==> src/rtl/banked_irq_pkg.sv <==
package banked_irq_pkg;
   localparam int unsigned SRC_PER_BANK = 32;
   localparam int unsigned BANK_STRIDE  = 32'h20;

   typedef enum logic [2:0] {
      REG_LEVEL  = 3'd0,
      REG_MASK   = 3'd1,
      REG_MSET   = 3'd2,
      REG_MCLR   = 3'd3,
      REG_PEND   = 3'd4,
      REG_NONE   = 3'd7
   } reg_sel_e;

   typedef struct packed {
      logic       hit;
      logic [3:0] bank;
      reg_sel_e   sel;
   } dec_t;
endpackage

==> src/rtl/banked_irq_decode.sv <==
module banked_irq_decode
   import banked_irq_pkg::*;
#(
   parameter int unsigned ADDR_W    = 8,
   parameter int unsigned NUM_BANKS = 2
) (
   input  logic [ADDR_W-1:0] addr,
   output dec_t              dec
);
   localparam int unsigned OFS_W = $clog2(BANK_STRIDE);

   logic [OFS_W-1:0]  ofs;
   logic [ADDR_W-1:0] bank_idx;

   always_comb begin
      ofs      = addr[OFS_W-1:0];
      bank_idx = addr >> OFS_W;
      dec.bank = bank_idx[3:0];
      dec.hit  = (bank_idx < ADDR_W'(NUM_BANKS));
      unique case (ofs)
         5'h00:   dec.sel = REG_LEVEL;
         5'h04:   dec.sel = REG_MASK;
         5'h08:   dec.sel = REG_MSET;
         5'h0C:   dec.sel = REG_MCLR;
         5'h10:   dec.sel = REG_PEND;
         default: dec.sel = REG_NONE;
      endcase
      if (!dec.hit) dec.sel = REG_NONE;
   end
endmodule

==> src/rtl/banked_irq_bank.sv <==
module banked_irq_bank
   import banked_irq_pkg::*;
#(
   parameter int unsigned WIDTH = SRC_PER_BANK
) (
   input  logic             clk,
   input  logic             rst_n,
   input  logic [WIDTH-1:0] src,
   input  logic             set_we,
   input  logic             clr_we,
   input  logic [WIDTH-1:0] wdata,
   output logic [WIDTH-1:0] level,
   output logic [WIDTH-1:0] mask,
   output logic [WIDTH-1:0] pend,
   output logic             any
);
   always_ff @(posedge clk or negedge rst_n) begin
      if (!rst_n) begin
         level <= '0;
         mask  <= '1;
      end else begin
         level <= src;
         if (set_we)      mask <= mask | wdata;
         else if (clr_we) mask <= mask & ~wdata;
      end
   end

   always_comb begin
      pend = level & ~mask;
      any  = |pend;
   end
endmodule

==> src/rtl/banked_irq_ctrl.sv <==
module banked_irq_ctrl
   import banked_irq_pkg::*;
#(
   parameter int unsigned NUM_BANKS = 2,
   parameter int unsigned ADDR_W    = 8
) (
   input  logic                            clk,
   input  logic                            rst_n,
   input  logic [SRC_PER_BANK*NUM_BANKS-1:0] src_in,
   input  logic                            bus_wr,
   input  logic                            bus_rd,
   input  logic [ADDR_W-1:0]               bus_addr,
   input  logic [31:0]                     bus_wdata,
   output logic [31:0]                     rd_data,
   output logic                            irq_out
);
   localparam int unsigned W = SRC_PER_BANK;

   initial begin
      if (NUM_BANKS != 1 && NUM_BANKS != 2)
         $fatal(1, "NUM_BANKS must be 1 or 2");
      if (ADDR_W < $clog2(BANK_STRIDE) + 1)
         $fatal(1, "ADDR_W too narrow for bank windows");
   end

   dec_t dec;

   banked_irq_decode #(.ADDR_W(ADDR_W), .NUM_BANKS(NUM_BANKS)) i_dec (
      .addr (bus_addr),
      .dec  (dec)
   );

   logic [NUM_BANKS-1:0][W-1:0] lvl, msk, pnd;
   logic [NUM_BANKS-1:0]        any_b;

   for (genvar b = 0; b < NUM_BANKS; b++) begin : g_bank
      logic sel_b;
      assign sel_b = bus_wr && (dec.bank == 4'(b));
      banked_irq_bank #(.WIDTH(W)) i_bank (
         .clk    (clk),
         .rst_n  (rst_n),
         .src    (src_in[b*W +: W]),
         .set_we (sel_b && dec.sel == REG_MSET),
         .clr_we (sel_b && dec.sel == REG_MCLR),
         .wdata  (bus_wdata),
         .level  (lvl[b]),
         .mask   (msk[b]),
         .pend   (pnd[b]),
         .any    (any_b[b])
      );
   end

   logic [W-1:0] rd_mux;
   always_comb begin
      rd_mux = '0;
      for (int b = 0; b < NUM_BANKS; b++) begin
         if (dec.bank == 4'(b)) begin
            case (dec.sel)
               REG_LEVEL: rd_mux = lvl[b];
               REG_MASK:  rd_mux = msk[b];
               REG_PEND:  rd_mux = pnd[b];
               default:   rd_mux = '0;
            endcase
         end
      end
   end

   always_ff @(posedge clk or negedge rst_n) begin
      if (!rst_n)      rd_data <= '0;
      else if (bus_rd) rd_data <= rd_mux;
      else             rd_data <= '0;
   end

   assign irq_out = |any_b;
endmodule

==> config.mk <==
export PLATFORM = sky130hd
export DESIGN_NAME = banked_irq_ctrl
export DESIGN_NICKNAME = d
export VERILOG_FILES = /design/src/rtl/banked_irq_pkg.sv /design/src/rtl/banked_irq_decode.sv /design/src/rtl/banked_irq_bank.sv /design/src/rtl/banked_irq_ctrl.sv
export SDC_FILE = /design/constraint.sdc
export NUM_CORES = 1
export LEC_CHECK = 0
export BUFFER_PORTS_ARGS = -buffer_cell sky130_fd_sc_hd__buf_4
export CAP_MARGIN = 15
export CORE_MARGIN = 2
export CORE_UTILIZATION = 45
export CTS_CLUSTER_SIZE = 14
export DETAILED_ROUTE_END_ITERATION = 8
export HOLD_SLACK_MARGIN = 0.15
export PLACE_DENSITY = 0.77
export SKIP_LAST_GASP = 1
export SYNTH_ARGS = -nofsm -noshare
export SYNTH_HDL_FRONTEND = slang
export SYNTH_SLANG_ARGS = --single-unit
==> constraint.sdc <==
create_clock -name clk -period 2.5 [get_ports clk]
set_input_delay 0.25 -clock clk [delete_from_list [all_inputs] [get_ports clk]]
set_output_delay 0.25 -clock clk [all_outputs]
set_load 0.05 [all_outputs]
Yosys cells after proc, flatten, opt, wreduce, memory -nomap -nowiden
Index checks and enable logic that the tools add are counted.
{"block": "totals", "ff_bits": 160, "output_inout_bits": 33, "elab_cells": 47}
{"block": "op_classes", "order_cmp": 1, "eq_ne": 9, "mux": 11, "bitwise_logic": 9, "n_reduce_logical": 12}
{"cell": "32-bit 2-to-1 mux", "count": 7}
{"cell": "32-bit one-hot mux with 3 select lines", "count": 2}
{"cell": "32-bit bitwise AND", "count": 4}
{"cell": "32-bit NOT", "count": 3}
{"cell": "32-bit bitwise OR", "count": 2}
{"cell": "64-bit OR reduction", "count": 1}
{"cell": "3-bit one-hot mux with 5 select lines", "count": 1}
{"cell": "5-bit by 4-bit == test with 1-bit output (second input constant)", "count": 2}
{"cell": "3-bit by 1-bit == test with 1-bit output (second input constant)", "count": 2}
{"cell": "3-bit by 2-bit == test with 1-bit output (second input constant)", "count": 2}
{"cell": "1-bit logical AND", "count": 6}
{"cell": "5-bit by 3-bit == test with 1-bit output (second input constant)", "count": 1}
{"cell": "5-bit == test (second input constant)", "count": 1}
{"cell": "5-bit logical NOT", "count": 1}
{"cell": "4-bit logical NOT", "count": 1}
{"cell": "2-bit nonzero test", "count": 2}
{"cell": "3-bit == test (second input constant)", "count": 1}
{"cell": "3-bit logical NOT", "count": 1}
{"cell": "3-bit by 2-bit < comparator with 1-bit output (second input constant)", "count": 1}
{"cell": "3-bit 2-to-1 mux", "count": 1}

Logic depth before layout (Yosys ltp)
Gate-level depths: netlist of run 1.
{"block": "logic_depth", "word_depth": 8, "ltp_mapped": 6}

Modules after synthesis
A second synthesis of run 1 with hierarchy kept.
{"block": "hier_totals", "hier_cells": 669, "hier_area_um2": 7641.1}
{"mod": "banked_irq_bank", "instances": 2, "cells_each": 177, "area_per_inst_um2": 2369.8}
{"mod": "banked_irq_ctrl", "instances": 1, "cells_each": 303, "area_per_inst_um2": 2827.7}
{"mod": "banked_irq_decode", "instances": 1, "cells_each": 12, "area_per_inst_um2": 73.8}

Least setup slack after synthesis of run 1
OpenSTA, ideal clock, no wires.
{"block": "synth_timing", "kind": "input port to flip-flop", "from": "input bus_addr[1]", "to": "register (tool-made name)", "setup_ns": 0.082, "arrival_time_ns": 1.707, "setup_slack_ns": 0.711, "path_stages": 5, "path_cell_list": "or4_4 -> nor4_4 -> buf_6 -> nand2_1 -> mux2_4"}
{"item": "start: declaration", "line": "banked_irq_ctrl.sv:12", "text": "input logic [ADDR_W-1:0] bus_addr,"}

==> results.json, run 1 <==
{
  "switching_share_pct": 24.3,
  "net-switching-power_uw": 1380,
  "wl_um": 20000,
  "wl_met2_um": 9420,
  "status": "complete, no violations",
  "finalSetupViolCount": 0,
  "p_total_uw": 5690,
  "syn_inst": 599,
  "rows": 47,
  "route.met3.wl_um": 1160,
  "grt_max_degree": 73,
  "post-cts-setup-buffers": 0,
  "min_path_cells": 3,
  "pwr-share-comb_pct": 8.9,
  "ys_seq_area_share_pct": 54.9,
  "htreeDepth": 4,
  "end_kind": "output pin",
  "nets": 907,
  "grt_first_pass_wirelength_um": 31900,
  "max_freq_ghz": 0.412,
  "drt-wirelength-per-cell_um": 19.4,
  "core_um2": 16300,
  "place_area_um2": 8700,
  "grt_usage_pct": 23.6,
  "path_class": "reg2out",
  "syn-cell-area_um2": 7440,
  "fp.dieW_um": 133,
  "synth-seq-cells": 160,
  "ff2ff_path_depth": 5,
  "rsz0062_at_grt": "false",
  "drive_gt1_share_pct": 40.1,
  "dpl.hpwl_um": 13100,
  "internal-power_uw": 4310,
  "initial_core_util_pct": 45.5,
  "post-route-min-period_ns": 2.42,
  "synth.net_count": 707,
  "startpoint_type": "flop",
  "tns_ns": 0,
  "stdcell_count": 1032,
  "place_congestion": 0.853,
  "dr.pass1.iters": 5,
  "p_per_area_nw_per_um2": 573,
  "overflow": 0,
  "cp_max_fo": 3,
  "cts_tree": "built",
  "relSlewSlack_pct": 45.1,
  "highest_layer": "met4",
  "layout_commonest_cell": "buf_4",
  "final_cell_mix": "buf_4, dfrtp_1, nand2_1",
  "met1_length_um": 8850,
  "leakage_uw": 0.00430,
  "antenna_found_initial": 0,
  "yosysWarnings": 0,
  "drt_iter0_drc": 406,
  "fill_cells": 1291,
  "root_buffer": "clkbuf_16",
  "insertedDiodeCount": 0,
  "die_area_um2": 17600,
  "regToRegSetupSlack_ns": 0.25,
  "fin_worst_skew_ns": 0.0104,
  "cts_resized": 0,
  "min-delay-path-class": "in2reg",
  "worst_slew_pin_slew_ns": 0.823,
  "required_ns": 2.25,
  "synth.distinct_cells": 32,
  "cts_buffers": 17,
  "finalHoldViolations": 0,
  "drc": 0,
  "port_buffers": 140,
  "dp.cells": 932,
  "worstSkewPairLatency_ns": 0.43,
  "first_global_vias": 5886,
  "clk_pin_slew_ns": 0.06,
  "route.antenna.remaining_nets": 0,
  "cts_max_path_buffers": 2,
  "stdcell_area_um2": 9940,
  "arrival_ns": 2.17,
  "vias": 5609,
  "die_h_um": 133,
  "cts_sinks": 160,
  "maxCapViolations": 0,
  "reg2reg_to": "rd_data[1]$_DFF_PN0_",
  "areaGrowthSynthToFinish_pct": 33.6,
  "io_pins": 141,
  "power_frac_seq_pct": 47.5,
  "vias_per_cell": 5.44,
  "syn_avg_cell_area_um2": 12.4,
  "ir_drop_mv": 0.457,
  "hp-start": "bus_wdata[0]",
  "slew_viol_final": 0,
  "period_share_pct": 97.0,
  "p_clk_share_pct": 43.6
}
[critical path, cell delays in order (launching register included)]
cell and delay [ns]:
dfstp_2 0.55, nand2b_1 0.20, o2111ai_1 0.16, nor4_1 0.37
nand4_1 0.22, buf_4 0.25
[worst max path at each step]
stage,from,to,slack [ns],cells past startpoint
floorplan,bus_addr[1],flop,0.71,5
global placement,bus_addr[1],rd_data[25]$_DFF_PN0_,0.39,5
detailed placement,bus_addr[5],flop,0.35,6
CTS,flop,irq_out,0.11,5
global route,flop,irq_out,0.02,5
finish,flop,irq_out,0.08,5
[cell usage after synthesis]
library cell	number	area share [%]
or4_4	1	0.15
buf_6	6	0.91
a211o_1	1	0.12
nor4b_1	1	0.12
nand2b_1	51	4.3
mux2_4	60	12
o21ai_0	14	0.94
a31oi_1	1	0.084
dfstp_2	64	23
nand4_1	1	0.084
buf_1	5	0.25
nor2_1	2	0.10
dfrtp_1	96	32
a32oi_1	7	0.82
mux2_2	12	1.8
buf_2	9	0.61
nor4_1	5	0.42
mux2i_1	48	6.5
o211ai_1	48	4.8
buf_4	1	0.10
nor3_1	1	0.067
o2111ai_1	16	1.9
nand3_1	8	0.54
clkinv_1	1	0.050
nor4_4	2	0.57
a21oi_1	26	1.7
nor4_2	2	0.34
clkbuf_1	20	1.0
o41ai_1	1	0.12
inv_1	16	0.81
a211oi_1	1	0.10
nand2_1	72	3.6
[final cells by class]
class	count	area [um2]	area share (%)
sequential	160	4080	41.1
tap	220	275	2.77
multi-input combinational	381	3090	31.1
inverter	17	63.8	0.642
clock buffer	20	447	4.50
clock inverter	12	113	1.13
timing repair buffer	222	1870	18.8
[what timing repair did]
item / CTS / global route
endpoints found under the setup margin: 0 / 0
hold endpoints to repair: 116 / 0
hold buffers: 68 / 0
[kinds of logic after synthesis]
logic type | share of synthesized area (%)
flops | 54.9
simple gates | 10.3
mux | 20.4
compound gates | 10.7
buf+inv | 3.73
[power by group through the flow]
stage	registers, uW	clock network, uW	logic [uW]
CTS	2700	2510	507
detailed placement	2740	0	420
finish	2700	2480	507
global placement	2740	0	409
global route	2700	2620	551
floorplan	2730	0	151
[per-stage QoR]
step	utilization, %	hold WS (ns)	setup slack, ns
2_1_floorplan	-	-0.0456	0.711
3_3_place_gp	53.2	0.227	0.387
3_5_place_dp	53.2	0.235	0.347
4_1_cts	60.8	0.152	0.109
5_1_grt	60.8	0.167	0.0186
6_report	60.8	0.164	0.0754
[per-layer routing]
layer / up-vias / global-route usage, %
met1: 2806 / 32.8
met4: 0 / 9.98
met5: - / 0
li1: 2529 / -
met2: 233 / 36.2
met3: 41 / 4.71
Power figures use the tool's default switching activity.
==> inputs of run 2 (changes only) <==
--- a/config.mk
+++ b/config.mk
@@ -13,6 +13,7 @@
 export DETAILED_ROUTE_END_ITERATION = 8
 export HOLD_SLACK_MARGIN = 0.15
 export PLACE_DENSITY = 0.77
+export RECOVER_POWER = 25
 export SKIP_LAST_GASP = 1
 export SYNTH_ARGS = -nofsm -noshare
 export SYNTH_HDL_FRONTEND = slang
==> run 2 against run 1 <==
  * Global-route usage did not move
  * Cell count did not move
  * Critical path depth did not move
  * Routed wire length fell by 0.20%
  * Non-clock buffer count did not move
  * Count of clock-buffer cells in the layout did not move
  * Critical endpoint unchanged
  * Highest routed layer unchanged
==> results.json, run 2 (synthesis results as in run 1) <==
{
  "status": "complete, no violations",
  "regArea_um2": 4080,
  "root_buffer": "clkbuf_16",
  "wl_um": 20000,
  "maxCapViolations": 0,
  "end_kind": "output pin",
  "grt_usage_pct": 23.6,
  "worstSkewPairLatency_ns": 0.43,
  "min-delay-path-class": "in2reg",
  "die_area_um2": 17600,
  "nets": 907,
  "grt_first_pass_wirelength_um": 31900,
  "drc": 0,
  "overflow": 0,
  "fp.dieW_um": 133,
  "insertedDiodeCount": 0,
  "dr.pass1.iters": 8,
  "p_per_area_nw_per_um2": 572,
  "holdWs_ns": 0.162,
  "rsz0062_at_grt": "false",
  "relSlewSlack_pct": 6.85,
  "dpl.hpwl_um": 13100,
  "final_cell_mix": "dfrtp_1, buf_4, nand2_1",
  "worst_slew_pin_slew_ns": 1.40,
  "ir_drop_mv": 0.461,
  "switching_share_pct": 24.3,
  "internal-power_uw": 4300,
  "slew_viol_final": 0,
  "vias": 5643,
  "fin_worst_skew_ns": 0.00803,
  "port_buffers": 140,
  "finalHoldViolations": 0,
  "layout_commonest_cell": "dfrtp_1",
  "post-route-min-period_ns": 2.42,
  "multi_input_area_um2": 3090,
  "cts_buffers": 17,
  "post-cts-setup-buffers": 0,
  "net-switching-power_uw": 1380,
  "vias_per_cell": 5.47,
  "initial_core_util_pct": 45.5,
  "cts_tree": "built",
  "drive_gt1_share_pct": 40.0,
  "cts_max_path_buffers": 2,
  "cts_resized": 0,
  "tns_ns": 0,
  "period_share_pct": 96.9,
  "rows": 47,
  "antenna_found_initial": 0,
  "path_class": "reg2out",
  "drt_iter0_drc": 432,
  "power_frac_seq_pct": 47.6,
  "core_um2": 16300,
  "place_congestion": 0.853,
  "route.antenna.remaining_nets": 0,
  "cts_hold_buf": 68,
  "finish.utilization_pct": 60.7,
  "cts_sinks": 160,
  "p_clk_share_pct": 43.6,
  "areaGrowthSynthToFinish_pct": 33.5,
  "startpoint_type": "flop",
  "finalSetupViolCount": 0,
  "required_ns": 2.25,
  "grt_max_degree": 73,
  "die_h_um": 133,
  "io_pins": 141,
  "htreeDepth": 4,
  "clk_pin_slew_ns": 0.06,
  "drt-wirelength-per-cell_um": 19.3,
  "fill_cells": 1292,
  "leakage_uw": 0.00429,
  "pwr-share-comb_pct": 8.8,
  "arrival_ns": 2.17,
  "cp_max_fo": 3,
  "max_freq_ghz": 0.413,
  "first_global_vias": 5886
}
run 2: stage by stage:
step | instances | power [uW] | cell area [um2] | setup slack, ns
detailed placement | 932 | 3160 | 8700 | 0.347
CTS | 1032 | 5710 | 9940 | 0.109
global placement | 932 | 3150 | 8700 | 0.387
finish | 1032 | 5680 | 9930 | 0.0782
floorplan | 599 | 2880 | 7440 | 0.711
global route | 1032 | 5860 | 9930 | 0.0186
run 2: metal layers:
layer	vias to the layer above	GRT usage [%]	routed length (um)
li1	2533	-	-
met1	2800	32.8	8740
met2	262	36.2	9310
met3	48	4.71	1270
met4	0	9.98	643
met5	-	0	0
run 2: power by group through the flow:
stage / logic [uW] / registers, uW / clock network, uW
after floorplan: 151 / 2730 / 0
after global placement: 409 / 2740 / 0
after detailed placement: 420 / 2740 / 0
after CTS: 507 / 2700 / 2510
after global routing: 543 / 2700 / 2620
final: 499 / 2700 / 2480
run 2: final timing paths:
| check | to | cells after the start | slack (ns) | startpoint |
|---|---|---|---|---|
| worst min register to register | rd_data[11]$_DFF_PN0_ | 2 | 0.51 | g_bank[1].i_bank.level[11]$_DFF_PN0_ |
| max in group asynchronous | async pin | 3 | 0.82 | rst_n |
| worst max register to register | rd_data[1]$_DFF_PN0_ | 5 | 0.26 | flop |
| worst max-delay path | irq_out | 5 | 0.08 | flop |
| worst min-delay path | flop | 3 | 0.16 | bus_wdata[0] |
| min in group asynchronous | rd_data[25]$_DFF_PN0_ | 2 | 0.68 | rst_n |
run 2: layout make-up:
| class | instances | share of cell area, % |
|---|---|---|
| Tap cell | 220 | 2.77 |
| Clock buffer | 20 | 4.50 |
| Inverter | 17 | 0.643 |
| Timing Repair Buffer | 222 | 18.7 |
| Clock inverter | 12 | 1.13 |
| Multi-Input combinational cell | 381 | 31.1 |
| Sequential cell | 160 | 41.1 |
run 2: worst max-delay path: stages, from the launching register on:
cell       delay [ns]
dfstp_2          0.55
nand2b_1         0.20
o2111ai_1        0.16
nor4_1           0.37
nand4_1          0.21
buf_4            0.24
==> inputs of run 3 (changes only) <==
--- a/config.mk
+++ b/config.mk
@@ -15,6 +15,7 @@
 export PLACE_DENSITY = 0.77
 export RECOVER_POWER = 25
 export SKIP_LAST_GASP = 1
+export SLEW_MARGIN = 20
 export SYNTH_ARGS = -nofsm -noshare
 export SYNTH_HDL_FRONTEND = slang
 export SYNTH_SLANG_ARGS = --single-unit
==> constraint.sdc (replaced) <==
create_clock -name clk -period 2.75 [get_ports clk]
set_input_delay 0.6875 -clock clk [delete_from_list [all_inputs] [get_ports clk]]
set_output_delay 0.6875 -clock clk [all_outputs]
set_load 0.05 [all_outputs]
==> run 3 against run 2 <==
  * The run now ends with max-capacitance violations, max-slew violations left
  * Worst setup slack got worse by 0.012 ns
  * Largest cell class unchanged
  * Non-clock buffer count decreased by 60
  * Clock power decreased by 12%
  * Highest routed layer unchanged
  * Count of clock-buffer cells in the layout increased by 1
  * Via count decreased by 6.1%
  * Power decreased by 11%
  * Cell count decreased by 5.8%
  * Critical path depth unchanged
  * Register-to-register slack improved by 0.95 ns
  * Cell area decreased by 3.5%
  * Combinational power decreased by 20%
  * Clock skew increased by 0.00070 ns
==> results.json, run 3 (synthesis results as in run 1) <==
{
  "vias": 5298,
  "stdcell_count": 972,
  "maxCapViolations": 1,
  "rows": 47,
  "required_ns": 2.06,
  "first_global_vias": 5531,
  "cp_top_family": "simple AND/OR/NAND/NOR gates",
  "layout_commonest_cell": "dfrtp_1",
  "cts_sinks": 160,
  "areaGrowthSynthToFinish_pct": 28.8,
  "relSlewSlack_pct": -41.1,
  "clk_pin_slew_ns": 0.06,
  "cp_cell_sequence": "nand2b_4 > o2111ai_2 > nor4_2 > nand4_1 > buf_6",
  "place_ws_ns": 0.177,
  "cp_max_fo": 3,
  "drt_iter0_drc": 351,
  "grt_first_pass_wirelength_um": 30800,
  "cp.depth": 5,
  "cts_hold_buf": 0,
  "period_share_pct": 97.6,
  "worstSkewPairLatency_ns": 0.43,
  "drc": 0,
  "insertedDiodeCount": 0,
  "crit_end": "irq_out",
  "status": "complete, but fails checks",
  "cts_max_path_buffers": 2,
  "cts_tree": "built",
  "reg2reg_to": "rd_data[1]$_DFF_PN0_",
  "post-route-min-period_ns": 2.68,
  "overflow": 0,
  "worst_slew_pin_slew_ns": 2.12,
  "dpl.hpwl_um": 12900,
  "arrival_ns": 2.00,
  "leakage_uw": 0.00410,
  "finalHoldViolations": 0,
  "cp_slowest_cell": "dfstp_2",
  "regArea_um2": 4080,
  "startpoint_type": "flop",
  "cpPeakStageDelay_ns": 0.55,
  "crit_buf_inv": 1,
  "slew_viol_final": 37,
  "io_pins": 141,
  "ir_drop_mv": 0.451,
  "port_buffers": 140,
  "htreeDepth": 4,
  "drt-wirelength-per-cell_um": 19.8,
  "dr.pass1.iters": 5,
  "cts_buffers": 17,
  "failed_checks": "max-capacitance violations, max-slew violations",
  "dp.cells": 933,
  "route.antenna.remaining_nets": 0,
  "path_class": "reg2out",
  "root_buffer": "clkbuf_16",
  "min-delay-path-class": "in2reg",
  "layout_setup_ws_ns": 0.0660,
  "nets": 847,
  "core_um2": 16300,
  "fill_cells": 1332,
  "holdWs_ns": 0.380,
  "initial_core_util_pct": 45.5,
  "multi_input_area_um2": 3310,
  "finalSetupViolCount": 0,
  "final_cell_mix": "dfrtp_1, buf_4, nand2_1",
  "die_area_um2": 17600,
  "tns_ns": 0,
  "die_h_um": 133,
  "end_kind": "output pin",
  "antenna_found_initial": 0,
  "fp.dieW_um": 133,
  "grt_max_degree": 71,
  "max_freq_ghz": 0.373,
  "wl_um": 19200,
  "vias_per_cell": 5.45,
  "regToRegSetupSlack_ns": 1.21,
  "ff2ff_path_depth": 4,
  "drive_gt1_share_pct": 47.7,
  "place_congestion": 0.853,
  "p_per_area_nw_per_um2": 525,
  "grt_usage_pct": 22.7,
  "fin_worst_skew_ns": 0.00874
}
[run 3: changes by cell type in the layout (fill, tap and decap cells not counted), moves of 2 or more]
| cell | delta |
|---|---|
| buf_4 | +2 |
| dlygate4sd3_1 | -68 |
| nor4_2 | +3 |
| clkinvlp_4 | -2 |
| o2111ai_4 | +2 |
| o2111ai_2 | +8 |
| clkbuf_1 | +2 |
| buf_12 | +5 |
| clkinv_2 | +4 |
| nor4_1 | -4 |
| nand2b_4 | +14 |
| o2111ai_1 | -10 |
| clkinv_4 | -2 |
| nand2b_1 | -14 |
[run 3: per-layer routing]
metal  global-route usage, %  share of wire, %
met5                       0                 0
met4                    7.23               1.9
met3                    5.44               5.6
met2                    35.3                48
met1                    31.7                44
[run 3: final cells by class]
| type | count | area share (%) |
|---|---|---|
| clock inverters | 11 | 0.954 |
| well taps | 220 | 2.87 |
| flip-flops and latches | 160 | 42.6 |
| clock buffers | 21 | 4.70 |
| inverters | 17 | 0.666 |
| repair buffers | 162 | 13.6 |
| multi-input cells | 381 | 34.6 |
[run 3: report_power, final]
part	switching, uW	total (uW)	internal, uW
clock network	916	2170	1260
registers	46.0	2460	2420
logic	225	397	172
total	1190	5030	3850
[run 3: repair_timing]
action	CTS	global route
pin swaps	4	9
setup endpoints to repair	1	1
gates cloned	0	0
setup buffers	0	7
gates resized for setup	6	26
[run 3: how the worst min path moves through the flow]
stage / startpoint / end / slack, ns / cells after the start
floorplan: rst_n / g_bank[0].i_bank.level[0]$_DFF_PN0_ / 0.39 / 0
global placement: g_bank[1].i_bank.level[11]$_DFF_PN0_ / rd_data[11]$_DFF_PN0_ / 0.50 / 2
detailed placement: g_bank[1].i_bank.level[11]$_DFF_PN0_ / rd_data[11]$_DFF_PN0_ / 0.49 / 2
CTS: rst_n / g_bank[0].i_bank.level[9]$_DFF_PN0_ / 0.16 / 1
global route: src_in[58] / g_bank[1].i_bank.level[26]$_DFF_PN0_ / 0.36 / 1
finish: src_in[54] / g_bank[1].i_bank.level[22]$_DFF_PN0_ / 0.38 / 1
[run 3: through the flow]
stage / utilization [%] / area [um2] / power (uW)
2_1_floorplan: - / 7440 / 2620
3_3_place_gp: 53.6 / 8770 / 2870
3_5_place_dp: 53.6 / 8770 / 2870
4_1_cts: 57.2 / 9350 / 5070
5_1_grt: 58.6 / 9580 / 5220
6_report: 58.6 / 9580 / 5030
